<file path="src/rtl/nand_ecc_pkg.sv">
package nand_ecc_pkg;
  localparam int unsigned BYTE_W      = 8;
  localparam int unsigned COL_W       = 3;
  localparam int unsigned CHUNK_BYTES = 256;
  localparam int unsigned IDX_W       = $clog2(CHUNK_BYTES);
  localparam int unsigned PAR_W       = COL_W + IDX_W;
  localparam int unsigned CHUNKS      = 2;
  localparam int unsigned LANES       = 2;
  localparam int unsigned BEAT_W      = LANES * BYTE_W;
  localparam int unsigned CNT_W       = $clog2(CHUNK_BYTES * CHUNKS) + 1;
  localparam int unsigned SEL_W       = CNT_W - IDX_W;

  // control-to-datapath strobes
  typedef struct packed {
    logic                            clrAcc;
    logic [LANES-1:0]                laneEn;
    logic [LANES-1:0][CNT_W-1:0]     laneIdx;
  } eccStrobe_t;

  // one chunk's parity pair
  typedef struct packed {
    logic [PAR_W-1:0] evenPar;
    logic [PAR_W-1:0] oddPar;
  } eccPair_t;

  // parity contribution of one byte at a given offset inside its chunk
  function automatic eccPair_t byteContrib(input logic [BYTE_W-1:0] b,
                                           input logic [IDX_W-1:0] off);
    eccPair_t r;
    logic     p;
    r = '0;
    p = ^b;
    for (int k = 0; k < int'(COL_W); k++) begin
      for (int n = 0; n < int'(BYTE_W); n++) begin
        if (((n >> k) & 1) == 1) r.oddPar[k]  = r.oddPar[k]  ^ b[n];
        else                     r.evenPar[k] = r.evenPar[k] ^ b[n];
      end
    end
    for (int j = 0; j < int'(IDX_W); j++) begin
      r.oddPar[COL_W+j]  = p &  off[j];
      r.evenPar[COL_W+j] = p & ~off[j];
    end
    return r;
  endfunction
endpackage

</file>
<file path="src/rtl/nand_ecc_ctrl.sv">
module nand_ecc_ctrl
  import nand_ecc_pkg::*;
(
  input  logic       clk,
  input  logic       rstN,
  input  logic       clrReq,
  input  logic       pageMode512,
  input  logic       wideBeat,
  input  logic       beatValid,
  output eccStrobe_t strobe,
  output logic       clrBusy,
  output logic       pageDone
);
  logic [CNT_W-1:0]            byteCnt;
  logic [CNT_W-1:0]            nextCnt;
  logic [CNT_W-1:0]            limit;
  logic                        accept;
  logic [LANES-1:0]            laneEnV;
  logic [LANES-1:0][CNT_W-1:0] laneIdxV;

  assign limit  = pageMode512 ? CNT_W'(CHUNK_BYTES * CHUNKS) : CNT_W'(CHUNK_BYTES);
  assign accept = beatValid && !clrBusy;

  for (genvar l = 0; l < int'(LANES); l++) begin : gLane
    logic laneReq;
    if (l == 0) begin : gFirst
      assign laneReq = accept;
    end else begin : gUpper
      assign laneReq = accept && wideBeat;
    end
    assign laneIdxV[l] = byteCnt + CNT_W'(l);
    assign laneEnV[l]  = laneReq && (laneIdxV[l] < limit);
  end

  always_comb begin
    nextCnt = byteCnt;
    for (int l = 0; l < int'(LANES); l++) begin
      if (laneEnV[l]) nextCnt = nextCnt + CNT_W'(1);
    end
  end

  always_comb begin
    strobe.clrAcc  = clrBusy;
    strobe.laneEn  = laneEnV;
    strobe.laneIdx = laneIdxV;
  end

  always_ff @(posedge clk) begin
    if (!rstN) begin
      byteCnt  <= '0;
      clrBusy  <= 1'b0;
      pageDone <= 1'b0;
    end else if (clrBusy) begin
      byteCnt  <= '0;
      pageDone <= 1'b0;
      clrBusy  <= clrReq;
    end else begin
      clrBusy <= clrReq;
      byteCnt <= nextCnt;
      if ((|laneEnV) && (nextCnt == limit)) pageDone <= 1'b1;
    end
  end


  clr_ack_chk: assert property (@(posedge clk) disable iff (!rstN)
    clrReq |=> clrBusy);


  clr_drop_chk: assert property (@(posedge clk) disable iff (!rstN)
    (clrBusy && !clrReq) |=> (!clrBusy && !pageDone));


  done_hold_chk: assert property (@(posedge clk) disable iff (!rstN)
    (pageDone && !clrBusy) |=> pageDone);


  busy_ignore_chk: assert property (@(posedge clk) disable iff (!rstN)
    clrBusy |-> (strobe.laneEn == '0));
endmodule

</file>
<file path="src/rtl/nand_ecc_datapath.sv">
module nand_ecc_datapath
  import nand_ecc_pkg::*;
(
  input  logic                    clk,
  input  logic                    rstN,
  input  eccStrobe_t              strobe,
  input  logic [BEAT_W-1:0]       beatData,
  output eccPair_t [CHUNKS-1:0]   accOut
);
  eccPair_t [CHUNKS-1:0] accReg;
  eccPair_t [CHUNKS-1:0] delta;

  always_comb begin
    delta = '0;
    for (int c = 0; c < int'(CHUNKS); c++) begin
      for (int l = 0; l < int'(LANES); l++) begin
        if (strobe.laneEn[l] &&
            (strobe.laneIdx[l][CNT_W-1:IDX_W] == SEL_W'(c))) begin
          delta[c] = delta[c] ^ byteContrib(beatData[l*BYTE_W +: BYTE_W],
                                            strobe.laneIdx[l][IDX_W-1:0]);
        end
      end
    end
  end

  always_ff @(posedge clk) begin
    if (!rstN)             accReg <= '0;
    else if (strobe.clrAcc) accReg <= '0;
    else                   accReg <= accReg ^ delta;
  end

  assign accOut = accReg;


  clr_zero_chk: assert property (@(posedge clk) disable iff (!rstN)
    strobe.clrAcc |=> (accReg == '0));


  idle_hold_chk: assert property (@(posedge clk) disable iff (!rstN)
    (!strobe.clrAcc && (strobe.laneEn == '0)) |=> $stable(accReg));
endmodule

</file>
<file path="src/rtl/nand_ecc_gen.sv">
module nand_ecc_gen
  import nand_ecc_pkg::*;
(
  input  logic                 clk,
  input  logic                 rstN,
  input  logic                 pageMode512,
  input  logic                 wideBeat,
  input  logic                 beatValid,
  input  logic [BEAT_W-1:0]    beatData,
  input  logic                 clrReq,
  output logic                 clrBusy,
  output logic                 pageDone,
  output logic [PAR_W-1:0]     eccOddLo,
  output logic [PAR_W-1:0]     eccEvenLo,
  output logic [PAR_W-1:0]     eccOddHi,
  output logic [PAR_W-1:0]     eccEvenHi
);
  eccStrobe_t            strobe;
  eccPair_t [CHUNKS-1:0] acc;

  nand_ecc_ctrl ctrl_i (
    .clk        (clk),
    .rstN       (rstN),
    .clrReq     (clrReq),
    .pageMode512(pageMode512),
    .wideBeat   (wideBeat),
    .beatValid  (beatValid),
    .strobe     (strobe),
    .clrBusy    (clrBusy),
    .pageDone   (pageDone)
  );

  nand_ecc_datapath dp_i (
    .clk     (clk),
    .rstN    (rstN),
    .strobe  (strobe),
    .beatData(beatData),
    .accOut  (acc)
  );

  assign eccOddLo  = acc[0].oddPar;
  assign eccEvenLo = acc[0].evenPar;
  assign eccOddHi  = acc[1].oddPar;
  assign eccEvenHi = acc[1].evenPar;


  hi_quiet_chk: assert property (@(posedge clk) disable iff (!rstN)
    (!pageMode512 && !clrBusy && (acc[1] == '0)) |=> (acc[1] == '0));
endmodule

</file>
<file path="config.mk">
export PLATFORM = sky130hd
export DESIGN_NAME = nand_ecc_gen
export DESIGN_NICKNAME = d
export VERILOG_FILES = /design/src/rtl/nand_ecc_pkg.sv /design/src/rtl/nand_ecc_ctrl.sv /design/src/rtl/nand_ecc_datapath.sv /design/src/rtl/nand_ecc_gen.sv
export SDC_FILE = /design/constraint.sdc
export NUM_CORES = 1
export LEC_CHECK = 0
export ABC_AREA = 0
export ABC_CLOCK_PERIOD_IN_PS = 4700
export BUFFER_PORTS_ARGS = -buffer_cell sky130_fd_sc_hd__buf_2
export CORE_MARGIN = 2
export CORE_UTILIZATION = 50
export CTS_BUF_LIST = sky130_fd_sc_hd__clkbuf_2 sky130_fd_sc_hd__clkbuf_4 sky130_fd_sc_hd__clkbuf_8
export DETAILED_ROUTE_END_ITERATION = 10
export GPL_TIMING_DRIVEN = 0
export PLACE_DENSITY_LB_ADDON = 0.2
export SETUP_SLACK_MARGIN = 0.3
export SLEW_MARGIN = 20
export SYNTH_ARGS = -nofsm -noshare
export SYNTH_HDL_FRONTEND = slang
export SYNTH_SLANG_ARGS = --single-unit
</file>
<file path="constraint.sdc">
create_clock -name clk -period 4.7 [get_ports clk]
set_input_delay 0.47 -clock clk [delete_from_list [all_inputs] [get_ports clk]]
set_output_delay 0.47 -clock clk [all_outputs]
set_load 0.005 [all_outputs]
</file>
==> results by stage, run 1 <==
Logic synthesis:
- The post-synth design cell area is 4080 µm².
- The number of warnings reported in the yosys synthesis log is 0.
- The portion of synthesized cell area occupied by the leading cell type is 0.275.
- By area the synthesized netlist is led by sky130_fd_sc_hd__dfxtp_1 28%, sky130_fd_sc_hd__xnor2_1 13%, sky130_fd_sc_hd__xor2_1 9.7%, sky130_fd_sc_hd__nor2_1 7.4%, sky130_fd_sc_hd__nand2_1 5.2%.
- The main flop type after synthesis is sky130_fd_sc_hd__dfxtp_1.
- The number of enable flip-flop cells after synthesis is 0.
- The share of synthesized registers carrying an async set or reset is 0.
- Counting every instance in the synthesized netlist gives 506.
- The dominant cell type by area after synthesis is sky130_fd_sc_hd__dfxtp_1.
- Averaged over all synthesized cells, the footprint is 8.05 µm².
- The number of nets handed over by synthesis was 532.
- Yosys mapped the design onto 65 distinct sky130hd cell types.
- The share of the Yosys chip area taken by registers is 0.275.
- Counting flops and latches in the post-synthesis netlist gives 56.

Floorplan:
- The number of primary I/O pins is 68.
- The initial core utilization is 0.522.
- The die height is 94.3 µm.
- The floorplan step defined a die boundary enclosing 8890 µm².
- The placeable core area is 7810 µm².
- The die span in x is 94.3 µm.
- The row count is 32.

Timing:
- The worst path needs 3.95 ns of the cycle, external delays included.
- The maximum operating frequency is 253 MHz.
- The setup total negative slack is 0 ns.
- The final count of negative-setup-slack endpoints is 0.
- The portion of the clock cycle consumed by the worst path in the final layout is 0.840.
- The hold violation count in the final report is 0.
- In this run the tightest slew margin relative to its limit is 0.478.
- Setup repair after global routing left no endpoint under its margin.
- The final clock skew is 0.00938 ns.
- The number of max-slew violations in the final report is 0.
- At the pin with the least slew margin, the transition time is 0.778 ns.

Layout:
- Of the cells placed in the final design, the portion with a size suffix greater than 1 is 0.217.
- The number of fill cells in the layout is 759.
- The number of antenna diodes in the final layout is 0.
- The area overhead of the layout relative to synthesis is 13.7%.
- The top cell types in the final layout, fill and taps aside, are 80 x sky130_fd_sc_hd__nor2_1, 78 x sky130_fd_sc_hd__buf_2, 61 x sky130_fd_sc_hd__xnor2_1.
- The most frequent standard cell in the layout excluding fill and tap cells is sky130_fd_sc_hd__nor2_1.
- The final-stage net count is 606.
- For this run, the number of standard cells in the final layout without fillers is 683.
- With fillers left out, the area of the finished cells amounts to 4630 µm².

Min path:
- The worst hold path belongs to the class primary input to register.

Setup path:
- The critical path arrival is 4.15 ns.
- The critical path is of the register to register type.
- In this run the worst path has a maximum fanout of 9.
- The category of the worst setup path launch point is a register.
- The most frequent cell on the critical path is sky130_fd_sc_hd__buf_2.
- The combined buffer and inverter count along the critical path is 3.
- At the worst endpoint, the required time is 4.90 ns.
- The cell family with the largest share of critical-path delay is simple AND/OR/NAND/NOR gates.
- The cell with the largest stage delay on the worst path is sky130_fd_sc_hd__nor3_2.
- The worst setup path is captured at a register.
- In this design, the stage delay of the slowest critical-path cell is 0.50 ns.
- The critical path goes through buf_2 -> and3_1 -> buf_2 -> nand4_1 -> xor2_2 -> inv_2 -> ha_1 -> nand4bb_1 -> nor4_2 -> nor3_1 -> nor3_2 -> a311oi_1 -> a21oi_1 -> xor2_1 -> nor2_1.

Detailed routing:
- For this run, design rule violations remaining after detail routing come to 0.
- The final route contains 3931 vias.
- After detailed routing, the average wire length per cell comes to 16.7 µm.
- Once detail routing completed, the nets flagged for antenna violations numbered 0.
- The detail-routed via count per cell is 5.76.
- In this run, the number of DRC markers left after iteration 0 of detailed routing was 381.
- The number of iterations in the first detailed-routing pass is 5.
- The routed design has 11400 µm of wire.

Placement:
- The HPWL after detailed placement is 8660 µm.
- The cell count after placement is 675.
- The placed standard-cell area is 4540 µm².
- The global placer's final weighted congestion is 0.958.
- The quantity of I/O buffers inserted on ports is 67.

Clock network:
- The number of post-CTS setup repair buffers is 0.
- The number of gates resized after CTS was 0.
- The number of hold buffers added after cts is 0.
- TritonCTS created 5 clock buffers.
- The clock tree from TritonCTS is yes.
- The cell at the root of the clock tree is sky130_fd_sc_hd__clkbuf_8.
- In this run the number of H-tree levels came out at 2.
- No sink is reached through more buffers than the 2 on the longest clock path.
- Clock-pin slew was measured on the worst setup and hold paths at 0.11 ns.
- The clock latency on the worst-skew pair is 0.32 ns.
- The sink count of the clock tree is 56.

Global route:
- The pin count of the biggest net entering global routing is 18.
- The first-pass GRT wire length is 18600 µm.
- The initial antenna violation count was 0.
- The via count of the first global-routing pass is 3765.
- Across every metal layer, demand over resource in global routing totals 0.264.
- For this run the aggregate overflow at the end of global routing stands at 0.

Status:
- The run finished with clean final reports.

Power:
- Dividing total power by cell area gives a power density of 235 nW/µm².
- The overall power after layout is 1.09 mW.
- VDD sags by at most 0.141 mV.
- The analysis attributes to cell leakage a power of 1.90 nW.

Run:
- The tool flagged a number of max-cap violations equal to 0.
## synth_stat cells (8+ instances only)
cell type and n:
sky130_fd_sc_hd__nand3_1 12, sky130_fd_sc_hd__o211ai_1 8, sky130_fd_sc_hd__dfxtp_1 56, sky130_fd_sc_hd__xnor2_1 61, sky130_fd_sc_hd__nor2_1 80, sky130_fd_sc_hd__o21ai_0 14, sky130_fd_sc_hd__nand2_1 56, sky130_fd_sc_hd__buf_2 11
sky130_fd_sc_hd__xor2_1 45, sky130_fd_sc_hd__a21oi_1 12, sky130_fd_sc_hd__nand4_1 9, sky130_fd_sc_hd__clkbuf_1 14
## metrics by stage
stage          setup slack, ns   util  hold WS, ns
2_1_floorplan             1.46      -        0.465
3_3_place_gp             0.950  0.581        0.461
3_5_place_dp             0.870  0.581        0.479
4_1_cts                  0.851  0.594        0.369
5_1_grt                  0.456  0.594        0.391
6_report                 0.752  0.594        0.368
## cell type report
class                      count  area (µm²)  share of cell area
clock inverter                 2        13.8             0.00297
multi-input combinational    409        2730               0.589
tap                          102         128              0.0275
buffer                        34         198              0.0427
timing repair buffer          67         335              0.0724
inverter                       7        26.3             0.00567
sequential                    56        1120               0.242
clock buffer                   6        82.6              0.0178
## logic make-up after synthesis
family / Yosys count / synth area share
AOI/OAI and AO/OA: 78 / 0.149
xor gates and xnor gates: 108 / 0.236
adders and majority gates: 4 / 0.0123
buffers and inverters: 41 / 0.0550
DFF: 56 / 0.275
muxes: 4 / 0.0104
and+or+nand+nor: 215 / 0.263
## registers in the layout, indices dropped and copies added, names as in the netlist
register / flops
ctrl_i.pageDone: 1
ctrl_i.clrBusy: 1
ctrl_i.byteCnt: 10
dp_i.accOut: 44
## report_power, final
group          internal [mW]  leakage (nW)  switching [mW]
combinational          0.119          1.39           0.166
sequential             0.496         0.453          0.0155
clock                  0.121        0.0516           0.171
total                  0.736          1.90           0.352
## worst paths after layout
kind	startpoint	to	slack, ns	cells after the start
setup / recovery	ctrl_i.byteCnt[1]$_SDFF_PP0_	dp_i.accOut[42]$_SDFF_PP0_	0.75	15
hold / removal	clrReq	ctrl_i.clrBusy$_SDFF_PN0_	0.37	2
setup reg to reg	ctrl_i.byteCnt[1]$_SDFF_PP0_	dp_i.accOut[42]$_SDFF_PP0_	0.75	15
hold reg to reg	ctrl_i.pageDone$_SDFFE_PP0P_	ctrl_i.pageDone$_SDFFE_PP0P_	0.50	2
## metal layers
layer	global-route usage	wire length (µm)
met3	0.0361	774
met2	0.452	5570
met1	0.347	4890
met4	0.0676	138
met5	0	0
Note: power is estimated with default switching activity, not from simulation.
==> run 2, diff against run 1 <==
Settings changed: ABC_CLOCK_PERIOD_IN_PS 4700 to 3350.
Clock period 4.7 ns to 3.35 ns, I/O delays scaled along.
==> run 2 against run 1 <==
  * Clock skew decreased by 0.0019 ns
  * Die area did not move
  * Critical path depth grew 2
  * Core utilization grew 11 points
  * Critical endpoint is now dp_i.accOut[27]$_SDFF_PP0_
  * Total power increased by 49%
==> results by stage, run 2 (same netlist as run 1, synthesis figures left out) <==
Layout:
- The most frequent standard cell in the layout excluding fill and tap cells is sky130_fd_sc_hd__buf_2.
- The number of flip-flops in the largest register is 44.
- The number of antenna diodes in the final layout is 0.
- The final-stage net count is 640.
- Excluding fillers, the count of instances in the completed layout stands at 717.
- The area growth from synthesis to layout is 34.0%.
- Leaving out fill and tap cells, the most frequent cells in the layout are 73 x sky130_fd_sc_hd__buf_2, 72 x sky130_fd_sc_hd__nor2_1, 54 x sky130_fd_sc_hd__nand2_1.
- The share of post-route cells with drive strength above 1 is 0.354.

Floorplan:
- The initial utilization of the core area, before any placement, comes to 0.522.
- The row count is 32.
- The placeable core area is 7810 µm².
- The number of primary I/O pins is 68.
- The floorplan step set the die width to 94.3 µm.
- The die area is 8890 µm².
- From bottom edge to top edge, the die measures 94.3 µm.

Setup path:
- The peak fanout along the critical path is 8.
- The data required time of the critical path is 3.56 ns.
- Data arrives at the worst endpoint at 3.50 ns.
- The cell family with the largest share of critical-path delay is simple AND/OR/NAND/NOR gates.
- On the worst path, the slowest cell contributes a delay of 0.42 ns.
- The signal on the critical path passes through and3_4 -> buf_6 -> nand4_1 -> xor2_2 -> inv_2 -> ha_4 -> nand4bb_4 -> a311oi_4 -> or3_1 -> buf_6 -> nand4_4 -> buf_6 -> buf_6 -> o211ai_1 -> nand3_1 -> xnor2_1 -> nor2_1.
- STA classifies the critical path endpoint as a register.
- The category of the worst setup path launch point is a register.
- Among the stages of the critical path, the cell type that occurs most often is sky130_fd_sc_hd__buf_6.
- The cell with the largest stage delay on the worst path is sky130_fd_sc_hd__dfxtp_4.
- The combined buffer and inverter count along the critical path is 5.
- The critical path in this run is classified as register to register.

Power:
- The share of total power in sequential cells is 0.442.
- IR analysis of the VDD net gives a maximum drop of 0.170 mV.
- In this run the static leakage power is 2.20 nW.
- For this design the total switching power over the nets is 0.552 mW.
- The share of total power dissipated in combinational logic is 0.311.
- The share of total power dissipated in the clock network is 0.247.
- The cell internal power dissipation is 1.07 mW.
- Dividing total power by cell area gives a power density of 297 nW/µm².
- The net switching share of the total power is 0.340.

Timing:
- Dividing the final minimum period by the clock period gives 0.984.
- The number of max-slew violations in the final report is 0.
- Between clock sinks in the finished design, the worst skew comes to 0.00748 ns.
- The transition time of the tightest slew-check pin is 0.814 ns.
- Setup repair after global routing could not meet its margin everywhere.
- On the final layout, the worst hold slack is 0.216 ns.
- The hold violation count in the final report is 0.
- The final count of negative-setup-slack endpoints is 0.
- Static timing analysis puts the maximum clock frequency at 303 MHz.
- After layout, the minimum clock period comes to 3.30 ns.
- The worst pin sits at a relative slew slack of 0.457.

Detailed routing:
- The wire length per cell is 18.2 µm.
- The number of iterations in the first detailed-routing pass is 5.
- The routed wire length is 13100 µm.
- Once detail routing completed, the nets flagged for antenna violations numbered 0.
- The violation count after the first detailed-routing iteration is 374.
- The count of unresolved DRC violations after routing is 0.
- The total number of vias is 4179.
- The detail-routed via count per cell is 5.83.

Status:
- The run finished with clean final reports.

Global route:
- The initial antenna violation count came to 0.
- Across every metal layer, demand over resource in global routing totals 0.289.
- The aggregate global routing overflow is 0.
- The via count of the first global-routing pass came to 4040.
- The first-pass GRT wire length is 20100 µm.
- The pin count of the biggest net entering global routing is 18.

Clock network:
- After clock tree synthesis, the clock-pin slew on the worst setup and hold paths is 0.11 ns.
- The depth of the CTS H-tree is 2.
- The largest buffer count on any clock path is 2.
- Buffers inserted during clock tree synthesis total 5.
- The clock latency on the worst-skew pair is 0.32 ns.
- The clock net in this run drives a total of 56 sinks.
- The cell at the root of the clock tree is sky130_fd_sc_hd__clkbuf_8.
- TritonCTS built the clock tree.

Run:
- The number of maximum-capacitance violations is 0.

Placement:
- The HPWL after detailed placement is 8770 µm.
- Once placement completed, the tool counted placed cells totaling 675.
- The global placer's final weighted congestion is 0.916.
- The count of buffers added on input and output ports is 67.

Min path:
- The type of the tightest min-delay check is primary input to register.
run 2: cell count changes in the layout (fill, tap and decap cells not counted), sizes merged:
| cell | change |
|---|---|
| buf | +32 |
| clkbuf | +2 |
run 2: layout make-up:
type	count	area, µm²
Multi-Input combinational cell	409	3160
Clock buffer	6	76.3
Sequential cell	56	1130
Buffer	34	253
Timing Repair Buffer	101	673
Inverter	7	26.3
Tap cell	102	128
Clock inverter	2	13.8
Fill cell	626	2340
run 2: per-layer routing:
layer | routed length (µm) | vias up | share of wire | GRT usage
met5 | 0 | - | 0 | 0
met4 | 403 | 0 | 0.031 | 0.110
met3 | 1080 | 52 | 0.082 | 0.0514
met2 | 6220 | 228 | 0.48 | 0.476
met1 | 5370 | 1964 | 0.41 | 0.377
li1 | - | 1935 | - | -
run 2: worst paths after layout:
kind / slack (ns) / from / to / cells after the start
hold reg to reg: 0.48 / ctrl_i.pageDone$_SDFFE_PP0P_ / ctrl_i.pageDone$_SDFFE_PP0P_ / 2
hold / removal: 0.22 / clrReq / ctrl_i.clrBusy$_SDFF_PN0_ / 2
setup reg to reg: 0.05 / ctrl_i.byteCnt[0]$_SDFF_PP0_ / dp_i.accOut[27]$_SDFF_PP0_ / 17
setup / recovery: 0.05 / ctrl_i.byteCnt[0]$_SDFF_PP0_ / dp_i.accOut[27]$_SDFF_PP0_ / 17
run 2: stage by stage:
step | setup TNS (ns) | util | cell area, µm² | total power [mW] | setup WS (ns)
2_1_floorplan | 0 | - | 4120 | 1.02 | 0.278
3_3_place_gp | -0.452 | 0.587 | 4580 | 1.13 | -0.150
3_5_place_dp | -0.695 | 0.587 | 4580 | 1.14 | -0.141
4_1_cts | 0 | 0.646 | 5040 | 1.56 | 0.143
5_1_grt | -0.541 | 0.700 | 5460 | 1.70 | -0.0847
6_report | 0 | 0.700 | 5460 | 1.62 | 0.0525
run 2: power groups by stage:
stage / registers (mW) / logic (mW) / clock network [mW]
after floorplan: 0.734 / 0.283 / 0
after global placement: 0.732 / 0.396 / 0
after detailed placement: 0.733 / 0.402 / 0
after CTS: 0.718 / 0.439 / 0.404
after global routing: 0.722 / 0.544 / 0.432
final: 0.718 / 0.505 / 0.401
run 2: what timing repair did:
item                                    CTS  global route
hold buffers                              0             0
pin swaps                                35            42
setup buffers                            20            12
endpoints found under the hold margin     0             0
endpoints found under the setup margin   50            49
gates resized for setup                  47            61
gates cloned                              2             0
run 2: worst reg2reg max path, delay by kind of cell, from the launching register on:
kind	cells	cell delay, ns
DFF	1	0.42
and+or+nand+nor	7	1.06
buffers and inverters	5	0.59
adders and majority gates	1	0.16
xor gates and xnor gates	2	0.42
AOI/OAI and AO/OA	2	0.53
